$ cat src/rtl/burst_seq_pkg.sv
package burst_seq_pkg;

  typedef enum logic [1:0] {
    OP_NOP   = 2'b00,
    OP_LOAD  = 2'b01,
    OP_READ  = 2'b10,
    OP_WRITE = 2'b11
  } cmdOp_t;

  localparam int MAX_LEN_LOG = 3;

  // strobes from control to datapath
  typedef struct packed {
    logic                   start;
    logic                   advance;
    logic [MAX_LEN_LOG-1:0] lenMask;
    logic                   interleave;
  } seqStrobe_t;

  // length code -> offset mask (0 marks a reserved code)
  function automatic logic [MAX_LEN_LOG-1:0] lenToMask(input logic [2:0] code);
    case (code)
      3'b001:  lenToMask = 3'd1;
      3'b010:  lenToMask = 3'd3;
      3'b011:  lenToMask = 3'd7;
      default: lenToMask = 3'd0;
    endcase
  endfunction

endpackage

$ cat src/rtl/burst_seq_ctrl.sv
module burst_seq_ctrl
  import burst_seq_pkg::*;
#(
  parameter int MODE_W = 13
) (
  input  logic              clk,
  input  logic              rstN,
  input  logic              cmdValid,
  input  logic [1:0]        cmdOp,
  input  logic [1:0]        cmdBank,
  input  logic [MODE_W-1:0] cmdMode,
  input  logic              dpLast,
  output seqStrobe_t        strobe,
  output logic              active,
  output logic              casHalf,
  output logic              dllResetPulse,
  output logic              cfgError,
  output logic              cmdReject
);
  localparam int OPF_LO = 7;
  localparam int OPF_W  = MODE_W - OPF_LO;
  localparam logic [OPF_W-1:0] OPF_DLL = OPF_W'(2);

  logic [MODE_W-1:0] modeReg;
  logic              isLoad, isBase, isBurst, baseLoad;
  logic              lenOk, casOk, opNormal, opDll;
  logic [MAX_LEN_LOG-1:0] storedMask;
  logic              burstOk;

  always_comb begin
    isLoad     = cmdValid && (cmdOp == OP_LOAD);
    isBase     = (cmdBank == 2'b00);
    baseLoad   = isLoad && isBase;
    isBurst    = cmdValid && cmdOp[1];
    lenOk      = (lenToMask(cmdMode[2:0]) != '0);
    casOk      = (cmdMode[6:4] == 3'b010) || (cmdMode[6:4] == 3'b110);
    opNormal   = (cmdMode[MODE_W-1:OPF_LO] == '0);
    opDll      = (cmdMode[MODE_W-1:OPF_LO] == OPF_DLL);
    storedMask = lenToMask(modeReg[2:0]);
    burstOk    = (storedMask != '0);

    strobe.start      = isBurst && burstOk;
    strobe.advance    = active && !dpLast && !strobe.start;
    strobe.lenMask    = storedMask;
    strobe.interleave = modeReg[3];
  end

  assign casHalf = (modeReg[6:4] == 3'b110);

  always_ff @(posedge clk) begin
    if (!rstN) begin
      modeReg       <= '0;
      active        <= 1'b0;
      dllResetPulse <= 1'b0;
      cfgError      <= 1'b0;
      cmdReject     <= 1'b0;
    end else begin
      if (baseLoad) modeReg <= cmdMode;
      if (strobe.start)          active <= 1'b1;
      else if (active && dpLast) active <= 1'b0;
      dllResetPulse <= baseLoad && opDll;
      cmdReject     <= isBurst && !burstOk;
      if (baseLoad && !(lenOk && casOk && (opNormal || opDll)))
        cfgError <= 1'b1;
    end
  end

  assert_ext_load_ignored_R1: assert property (@(posedge clk) disable iff (!rstN)
    (isLoad && !isBase) |=> $stable(modeReg));
  assert_start_gives_beat_R5: assert property (@(posedge clk) disable iff (!rstN)
    strobe.start |=> active);
  assert_reject_cause_R6: assert property (@(posedge clk) disable iff (!rstN)
    cmdReject |-> $past(isBurst));
  assert_dll_cause_R8: assert property (@(posedge clk) disable iff (!rstN)
    dllResetPulse |-> $past(baseLoad));
  assert_sticky_err_R9: assert property (@(posedge clk) disable iff (!rstN)
    cfgError |=> cfgError);

endmodule

$ cat src/rtl/burst_seq_dp.sv
module burst_seq_dp
  import burst_seq_pkg::*;
#(
  parameter int COL_W = 10
) (
  input  logic             clk,
  input  logic             rstN,
  input  seqStrobe_t       strobe,
  input  logic [COL_W-1:0] cmdCol,
  output logic [COL_W-1:0] beatCol,
  output logic             dpLast
);
  localparam int LW = MAX_LEN_LOG;

  logic [COL_W-1:0] baseCol;
  logic [LW-1:0]    mask, beatCnt, startOff, lowSeq, lowIlv, lowBits;
  logic             ilv;

  always_ff @(posedge clk) begin
    if (!rstN) begin
      baseCol <= '0;
      mask    <= '0;
      ilv     <= 1'b0;
      beatCnt <= '0;
    end else if (strobe.start) begin
      baseCol <= cmdCol;
      mask    <= strobe.lenMask;
      ilv     <= strobe.interleave;
      beatCnt <= '0;
    end else if (strobe.advance) begin
      beatCnt <= beatCnt + 1'b1;
    end
  end

  always_comb begin
    startOff = baseCol[LW-1:0] & mask;
    lowSeq   = (startOff + beatCnt) & mask;
    lowIlv   = startOff ^ beatCnt;
    lowBits  = ilv ? lowIlv : lowSeq;
    beatCol  = {baseCol[COL_W-1:LW], (baseCol[LW-1:0] & ~mask) | lowBits};
    dpLast   = (beatCnt == mask);
  end

  assert_upper_hold_R3: assert property (@(posedge clk) disable iff (!rstN)
    strobe.advance |=> $stable(beatCol[COL_W-1:LW]));

endmodule

$ cat src/rtl/burst_seq.sv
module burst_seq
  import burst_seq_pkg::*;
#(
  parameter int COL_W  = 10,
  parameter int MODE_W = 13
) (
  input  logic              clk,
  input  logic              rstN,
  input  logic              cmdValid,
  input  logic [1:0]        cmdOp,
  input  logic [1:0]        cmdBank,
  input  logic [MODE_W-1:0] cmdMode,
  input  logic [COL_W-1:0]  cmdCol,
  output logic              beatValid,
  output logic [COL_W-1:0]  beatCol,
  output logic              beatLast,
  output logic              casHalf,
  output logic              dllResetPulse,
  output logic              cfgError,
  output logic              cmdReject
);
  seqStrobe_t strobe;
  logic       dpLast;
  logic       active;

  burst_seq_ctrl #(.MODE_W(MODE_W)) uCtrl (
    .clk(clk), .rstN(rstN), .cmdValid(cmdValid), .cmdOp(cmdOp),
    .cmdBank(cmdBank), .cmdMode(cmdMode), .dpLast(dpLast),
    .strobe(strobe), .active(active), .casHalf(casHalf),
    .dllResetPulse(dllResetPulse), .cfgError(cfgError), .cmdReject(cmdReject)
  );

  burst_seq_dp #(.COL_W(COL_W)) uDp (
    .clk(clk), .rstN(rstN), .strobe(strobe), .cmdCol(cmdCol),
    .beatCol(beatCol), .dpLast(dpLast)
  );

  assign beatValid = active;
  assign beatLast  = active && dpLast;

  assert_last_in_burst_R2: assert property (@(posedge clk) disable iff (!rstN)
    beatLast |-> beatValid);
  assert_reject_no_start_R6: assert property (@(posedge clk) disable iff (!rstN)
    (cmdReject && !$past(beatValid)) |-> !beatValid);

endmodule

$ cat config.mk
export PLATFORM = sky130hd
export DESIGN_NAME = burst_seq
export DESIGN_NICKNAME = d
export VERILOG_FILES = /design/src/rtl/burst_seq_pkg.sv /design/src/rtl/burst_seq_ctrl.sv /design/src/rtl/burst_seq_dp.sv /design/src/rtl/burst_seq.sv
export SDC_FILE = /design/constraint.sdc
export NUM_CORES = 1
export LEC_CHECK = 0
export BUFFER_PORTS_ARGS = -buffer_cell sky130_fd_sc_hd__buf_4
export CORE_MARGIN = 4
export CORE_UTILIZATION = 45
export DETAILED_ROUTE_END_ITERATION = 10
export PLACE_DENSITY = 0.81
export RECOVER_POWER = 25
export SYNTH_ARGS = -nofsm -noshare
export SYNTH_HDL_FRONTEND = slang
export SYNTH_SLANG_ARGS = --single-unit
$ cat constraint.sdc
create_clock -name clk -period 1.7 [get_ports clk]
set_input_delay 0.085 -clock clk [delete_from_list [all_inputs] [get_ports clk]]
set_output_delay 0.085 -clock clk [all_outputs]
set_load 0.05 [all_outputs]
* Word-level counts from Yosys, hierarchy flattened
Index checks and enable logic that the tools add are counted.
Storage, ports and cells: bits in registers 28, latch bits 0, bits in writable memories 0, bits in read-only memories 0, bits of input ports 30, output and inout port bits 16, word-level logic and storage cells 59, memories 0
Operators by class: add/subtract/negate cells 2, multipliers 0, div/mod/pow operators 0, $lt $le $gt $ge 0, equal/unequal tests 12, shift-type cells 0, multiplexer cells 5, bitwise logic cells 7, reduce and logical (&&, ||, !) cells 24
Operator list (count):
- $pmux 3 s3 | 2
- $eq 3x2->1 const B | 5
- $logic_and 1x1->1 | 12
- $and 3x3->3 | 3
- $eq 3x1->1 const B | 2
- $eq 3x3->1 const B | 2
- $eq 6x2->1 const B | 1
- $logic_not 6->1 | 1
- $reduce_bool 3->1 | 2
- $logic_not 1->1 | 4
- $add 3x1->3 const B | 1
- $add 3x3->3 | 1
- $eq 3x3->1 | 1
- $mux 3 | 1
- $not 3->3 | 1
- $or 3x3->3 | 1
- $xor 3x3->3 | 1
- $eq 2x1->1 const B | 1
- $logic_not 2->1 | 1
- $logic_or 1x1->1 | 2
- $mux 1 | 2
- $reduce_bool 2->1 | 1
- $reduce_or 2->1 | 1
- $not 1->1 | 1

* Longest topological paths before layout
Gate-level depths: netlist of the first run.
depth after elaboration 7, depth in mapped cells 8, gate-level depth less buffers 8

* Modules after synthesis
Synthesis of the first run repeated with hierarchy kept, for this count alone.
Second synthesis, totals: cells, all modules 143, area, all modules 1405.1 sq um
Modules (own cells, without submodules):
- burst_seq_dp | instances 1, cells each 93, area an instance 904.6 sq um, sequential area each 340.3 sq um
- burst_seq_ctrl | instances 1, cells each 49, area an instance 494.2 sq um, sequential area each 220.2 sq um
- burst_seq | instances 1, cells each 1, area an instance 6.3 sq um, sequential area each 0.0 sq um

* Least setup slack after synthesis of the first run
OpenSTA, ideal clock, no wires.
path kind register to output, start point reg uCtrl.active, end point out beatLast, arrival 2.373 ns, required time 1.615 ns, setup slack -0.758 ns, cell stages (with the launch flop) 2, path buffers 0, path through dfxtp_1 nor4b_1
Between the ends: word-level cells in the longest chain between the ends 1
Ends and longest elaborated chain:
- from (decl) | line burst_seq_ctrl.sv:14 | output logic active,
- from (signal assigned) | line burst_seq_ctrl.sv:53 | active <= 1'b0;
- from (signal assigned) | line burst_seq_ctrl.sv:59 | if (strobe.start) active <= 1'b1;
- from (signal assigned) | line burst_seq_ctrl.sv:60 | else if (active && dpLast) active <= 1'b0;
- $logic_and 1x1->1 | line burst_seq.sv:39 | assign beatLast = active && dpLast;
- to (decl) | line burst_seq.sv:16 | output logic beatLast,
Every way passes these cells.

* Worst setup path in the final report of the first run
start point reg uDp.mask[0], end point out beatCol[2]
Between the ends: word-level cells in the longest chain between the ends 5
Ends and longest elaborated chain:
- from (decl) | line burst_seq_dp.sv:16 | logic [LW-1:0] mask, beatCnt, startOff, lowSeq, lowIlv, lowBits;
- from (signal assigned) | line burst_seq_dp.sv:27 | mask <= strobe.lenMask;
- $and 3x3->3 | line burst_seq_dp.sv:36 | startOff = baseCol[LW-1:0] & mask;
- $add 3x3->3 | line burst_seq_dp.sv:37 | lowSeq = (startOff + beatCnt) & mask;
- $and 3x3->3 | line burst_seq_dp.sv:37
- $mux 3 | line burst_seq_dp.sv:39 | lowBits = ilv ? lowIlv : lowSeq;
- $or 3x3->3 | line burst_seq_dp.sv:40 | beatCol = {baseCol[COL_W-1:LW], (baseCol[LW-1:0] & ~mask) | lowBits};
- to (decl) | line burst_seq.sv:15 | output logic [COL_W-1:0] beatCol,
Every way passes these cells.

==> flow_summary.json, run 1 <==
{
  "status": "finished, violations left",
  "violations": "negative setup slack",
  "grt_overflow_total": 0,
  "layout_min_cycle_time_ns": 2.15,
  "drive_gt1_frac": 0.377,
  "cts_tree": "built",
  "synth_top_family_by_area": "simple AND/OR/NAND/NOR gates",
  "hold_depth": 3,
  "area_growth_pct": 38.1,
  "grt_first_pass_wirelength_mm": 5.13,
  "yosys_warnings": 0,
  "io_pins": 46,
  "synth_top_area_share": 0.399,
  "crit_path_end_kind": "output port",
  "cp_data_required_time_ns": 1.62,
  "critPathArrivalTime_ns": 2.06,
  "whs_ns": 0.0138,
  "p_leak_nw": 0.816,
  "clockBufferDepth": 2,
  "ys_ff_latch": 28,
  "synth_area_leader_cell": "dfxtp_1",
  "critPathLaunchType": "flip-flop",
  "via_per_inst": 4.84,
  "setup_viol": 3,
  "synth-async-reset-ratio": 0,
  "die_h_microns": 63.9,
  "die_w_microns": 63.9,
  "postCtsSetupRepairBufs": 0,
  "ys_types": 37,
  "slowest_stage": "dfxtp_2",
  "worstHoldStart": "cmdCol[8]",
  "clk_latency_ns": 0.31,
  "syn_area_sq_um": 1410,
  "finalHoldViolCount": 0,
  "route.detailed.drc": 0,
  "port_buffers": 45,
  "gp_congestion": 0.837,
  "ys_seq_area_frac": 0.399,
  "postLayoutCellArea_sq_um": 1940,
  "cp_cell_sequence": "and2_4, ha_4, inv_2, fa_2, mux2_4, a221oi_4, a31oi_4, buf_6",
  "first_global_vias": 1237,
  "rows": 20,
  "ir_drop_v": 0.000327,
  "synth.area.mux_share": 0.0365,
  "clockRootBuffer": "clkbuf_4",
  "path_max_fanout": 2,
  "wirelength_mm": 3.06,
  "multi_input_area_sq_um": 801,
  "drt_iter0_drc": 77,
  "synth_compound_area_frac": 0.177,
  "synth_cells": 149,
  "maxSlewHeadroom": 0.298,
  "synth-main-ff-cell": "dfxtp_1",
  "synthXorXnorAreaFrac": 0.0534,
  "cap_violations": 0,
  "grt_max_degree": 27,
  "p_total_w": 0.00105,
  "cts_buffers": 3,
  "synth-simple-area-share": 0.221,
  "rr_startpoint": "uCtrl.modeReg[2]",
  "core_area_sq_um": 3030,
  "maxSlewViolCount": 0,
  "cp_slowest_stage_delay_ns": 0.36,
  "period_share": 1.26,
  "antenna_cells": 0,
  "routedWlPerCell_microns": 12.6,
  "synth.area.top_cells": "dfxtp_1, nand2_1, buf_4",
  "crit_buf_inv": 2,
  "avgSynthCellArea_sq_um": 9.44,
  "worstMarginPinSlew_ns": 1.04,
  "antenna_found_initial": 0,
  "fmax_mhz": 465,
  "fin_ws_ns": -0.448,
  "placed_area_sq_um": 1800,
  "hold_path_class": "in2reg",
  "vias": 1175,
  "groute.usage.overall": 0.154,
  "synth_edf_count": 0,
  "cp_top_family": "adder cells",
  "skew_ns": 0.00256,
  "dieArea_sq_um": 4080,
  "register_area_sq_um": 566,
  "fillCellCount": 250,
  "rsz0062_at_grt": "true",
  "dr.pass1.iters": 4,
  "critPathLaunch": "uDp.mask[0]",
  "synth_adder_area_share": 0.0409,
  "crit_cells": 8,
  "nets": 235,
  "reg2reg_depth": 4,
  "dp_hpwl_mm": 2.21,
  "ant_nets": 0,
  "cts.sinks": 28,
  "p_per_area_nw_per_um2": 539,
  "critPathKind": "reg2out",
  "synth_nets": 183,
  "start_util": 0.464,
  "cts.htree.levels": 1,
  "path_clk_slew_ns": 0.13
}
## what timing repair did
item	4_1_cts	5_1_grt
pin swaps	1	1
cloned	0	0
hold endpoints to repair	6	3
endpoints found under the setup margin	2	3
hold buffers	6	4
gates resized for setup	9	3
## layout make-up
class	instances	share of cell area
inverter	4	0.00773
clock buffer	3	0.0116
tap	44	0.0284
timing repair buffer	60	0.249
sequential	28	0.291
multi-input combinational	104	0.412
## metal layers
| metal | GRT usage | wire, microns |
|---|---|---|
| met5 | 0 | 0 |
| met4 | 0.0512 | 21 |
| met3 | 0.0316 | 189 |
| met2 | 0.274 | 1640 |
| met1 | 0.183 | 1210 |
## power by group
group	total, W	internal [W]	switching, W	leakage [nW]
Clock	0.000257	0.0000829	0.000174	0.0138
Combinational	0.000126	0.0000760	0.0000498	0.575
Sequential	0.000665	0.000661	0.00000337	0.228
Total	0.00105	0.000820	0.000227	0.816
## cells in the mapped netlist, types with 2 or more instances
master	instances
nand2_1	31
xor2_2	3
clkbuf_1	2
o21a_1	2
a21boi_1	9
a31oi_1	2
mux2i_1	4
xor2_1	3
inv_1	4
buf_4	10
a21boi_0	8
nor2b_1	5
dfxtp_1	28
nor2_1	8
nand3_1	5
ha_1	3
o21ai_0	2
## worst paths after layout
kind	end	slack, ns
worst max-delay path	beatCol[2]	-0.45
worst min-delay path	uDp.baseCol[8]	0.01
worst max register to register	uDp.baseCol[9]	0.29
worst min register to register	uDp.ilv	0.47
## per-stage QoR
step | TNS [ns] | instances | util | setup WS [ns]
after global routing | -1.37 | 243 | 0.641 | -0.521
after CTS | -0.899 | 239 | 0.633 | -0.457
final | -1.06 | 243 | 0.641 | -0.448
after floorplan | -0.0993 | 149 | - | -0.0714
after global placement | -0.147 | 230 | 0.593 | -0.113
after detailed placement | -0.254 | 230 | 0.593 | -0.167
## kinds of logic after synthesis
kind of cell    count (synthesis)
simple gates                   59
compound gates                 30
flops                          28
buf+inv                        17
xor+xnor                        6
mux                             5
fa+ha+maj                       4
## sequential cells by signal, summed over array words and instances, names as in the netlist
name / cells
uDp.mask: 3
uCtrl.cfgError: 1
uCtrl.dllResetPulse: 1
uCtrl.modeReg: 7
uDp.ilv: 1
uCtrl.cmdReject: 1
uDp.baseCol: 10
uDp.beatCnt: 3
uCtrl.active: 1
## worst register-to-register path: cells and delay by family (launching register included)
kind,cells,cell delay (ns)
DFF,1,0.34
AOI/OAI and AO/OA,1,0.16
and+or+nand+nor,3,0.85
## placed cells by master, fill, tap and decap left out, drive strengths merged
cell and count:
a31oi 2, nor3 1, o31ai 1, o21a 2
nor2b 5, o21ai 3, buf 48, a21boi 17
mux2 1, nor2 8, o2111a 1, clkbuf 5
and3b 2, fa 1, nand3 5, xor2 6
mux2i 4, a221o 1, nor4 1, a22oi 1
and2 1, nand2 32, dlygate4sd3 10, dfxtp 28
or4 1, ha 3, and2b 1, o311ai 1
a221oi 1, nor4b 2, inv 4
Power figures use the tool's default switching activity.
==> run 2, diff against run 1 <==
Settings changed: HOLD_SLACK_MARGIN set to 0.03, PLACE_DENSITY 0.81 to 0.78.
Clock period 1.7 ns to 2.7 ns, I/O delays scaled along.
==> flow_summary.json, run 2 (same netlist as run 1, synthesis figures left out) <==
{
  "status": "complete, no violations",
  "clockRootBuffer": "clkbuf_4",
  "worstMarginPinSlew_ns": 1.02,
  "area_growth_pct": 23.0,
  "rows": 20,
  "place_ws_ns": 0.650,
  "timing.rr.end": "uDp.baseCol[7]",
  "skew_ns": 0.000778,
  "cts.sinks": 28,
  "critPathKind": "reg2out",
  "nets": 221,
  "io_pins": 46,
  "multi_input_area_sq_um": 722,
  "largest-register": "uDp.baseCol",
  "core_area_sq_um": 3030,
  "start_util": 0.464,
  "first_global_vias": 1108,
  "routedWlPerCell_microns": 11.7,
  "clockBufferDepth": 2,
  "cap_violations": 0,
  "clk_latency_ns": 0.31,
  "rrSetupSlack_ns": 1.34,
  "cp_top_family": "adder cells",
  "layout_min_cycle_time_ns": 2.39,
  "period_share": 0.886,
  "setup_viol": 0,
  "cp_slowest_stage_delay_ns": 0.44,
  "hold_path_class": "in2reg",
  "crit_buf_inv": 2,
  "endpoint": "beatCol[2]",
  "utilization": 0.571,
  "dp_hpwl_mm": 2.13,
  "groute.usage.overall": 0.136,
  "dr.pass1.iters": 4,
  "route.detailed.drc": 0,
  "drive_gt1_frac": 0.306,
  "maxSlewViolCount": 0,
  "final_common_cell": "buf_4",
  "fin_ws_ns": 0.308,
  "dieArea_sq_um": 4080,
  "via_per_inst": 4.80,
  "register_area_sq_um": 561,
  "die_h_microns": 63.9,
  "path_max_fanout": 5,
  "vias": 1103,
  "rsz0062_at_grt": "false",
  "maxSlewHeadroom": 0.313,
  "largest_reg_flops": 10,
  "rr_startpoint": "uCtrl.modeReg[2]",
  "final_cell_mix": "buf_4, nand2_1, dfxtp_1, a21boi_1",
  "crit_path_end_kind": "output port",
  "slowest_stage": "dfxtp_1",
  "critPathLaunchType": "flip-flop",
  "cp_cell_sequence": "and2_1, ha_1, inv_1, fa_1, mux2_2, a221oi_1, a31oi_1, buf_4",
  "top_regs": "uDp.baseCol x10, uCtrl.modeReg x7",
  "grt_max_degree": 27,
  "gp_congestion": 0.780,
  "cts_buffers": 3,
  "p_per_area_nw_per_um2": 392,
  "reg2reg_depth": 4,
  "fillCellCount": 280,
  "path_clk_slew_ns": 0.14,
  "wirelength_mm": 2.69,
  "port_buffers": 45,
  "antenna_cells": 0,
  "setup_tns_ns": 0,
  "crit_cells": 8,
  "antenna_found_initial": 0,
  "fin_cells": 230,
  "cts.htree.levels": 1,
  "critPathLaunch": "uDp.mask[0]",
  "dp_cells": 225,
  "p_total_w": 0.000678,
  "ant_nets": 0,
  "critPathArrivalTime_ns": 2.26,
  "grt_overflow_total": 0,
  "cts_tree": "built",
  "ir_drop_v": 0.000264,
  "grt_first_pass_wirelength_mm": 4.57,
  "cp_data_required_time_ns": 2.57,
  "p_leak_nw": 0.746,
  "postCtsSetupRepairBufs": 0,
  "fmax_mhz": 418,
  "drt_iter0_drc": 15,
  "finalHoldViolCount": 0,
  "die_w_microns": 63.9
}
-- run 2: changes by cell type in the layout (fill, tap and decap cells not counted), sizes merged --
cell	previous run	this run
clkbuf	5	6
buf	48	43
dlygate4sd3	10	1
-- run 2: power breakdown --
part,switching (W),total [W],internal [W]
sequential,0.00000224,0.000419,0.000416
combinational,0.0000277,0.0000673,0.0000395
clock,0.000109,0.000192,0.0000822
total,0.000139,0.000678,0.000538
-- run 2: worst min path at each step --
stage,start,end,slack [ns],cells after the start
finish,cmdCol[0],uDp.baseCol[0],0.05,3
global route,cmdCol[6],uDp.baseCol[6],0.04,3
CTS,cmdCol[4],uDp.baseCol[4],0.04,3
detailed placement,cmdMode[7],uCtrl.dllResetPulse,0.31,2
global placement,cmdMode[7],uCtrl.dllResetPulse,0.31,2
floorplan,cmdMode[7],uCtrl.dllResetPulse,0.21,1
-- run 2: cell type report --
cell class | instances | area share
sequential | 28 | 0.324
inverter | 4 | 0.00868
multi-input combinational | 104 | 0.418
tap | 44 | 0.0318
clock buffer | 4 | 0.0210
timing repair buffer | 46 | 0.197
-- run 2: stage by stage --
| stage | instance area [sq um] | hold WS [ns] |
|---|---|---|
| floorplan | 1410 | 0.205 |
| global placement | 1710 | 0.308 |
| detailed placement | 1710 | 0.314 |
| CTS | 1760 | 0.0418 |
| global route | 1730 | 0.0388 |
| finish | 1730 | 0.0535 |
-- run 2: timing repair --
item	in CTS	in global routing
hold buffers	1	0
resized for setup	0	0
hold endpoints to repair	1	0
endpoints found under the setup margin	0	0
-- run 2: per-layer routing --
layer  up-vias  track usage  wire [microns]
li1        570            -               -
met1       497        0.157            1140
met2        34        0.246            1320
met3         2       0.0387             216
met4         0       0.0323              14
met5         -            0               0
-- run 2: worst reg2reg max path, delay by kind of cell (launching register included) --
| kind | cells | cell delay (ns) |
|---|---|---|
| AND/OR/NAND/NOR | 3 | 0.80 |
| flip-flops | 1 | 0.35 |
| AO/OA/AOI/OAI | 1 | 0.15 |
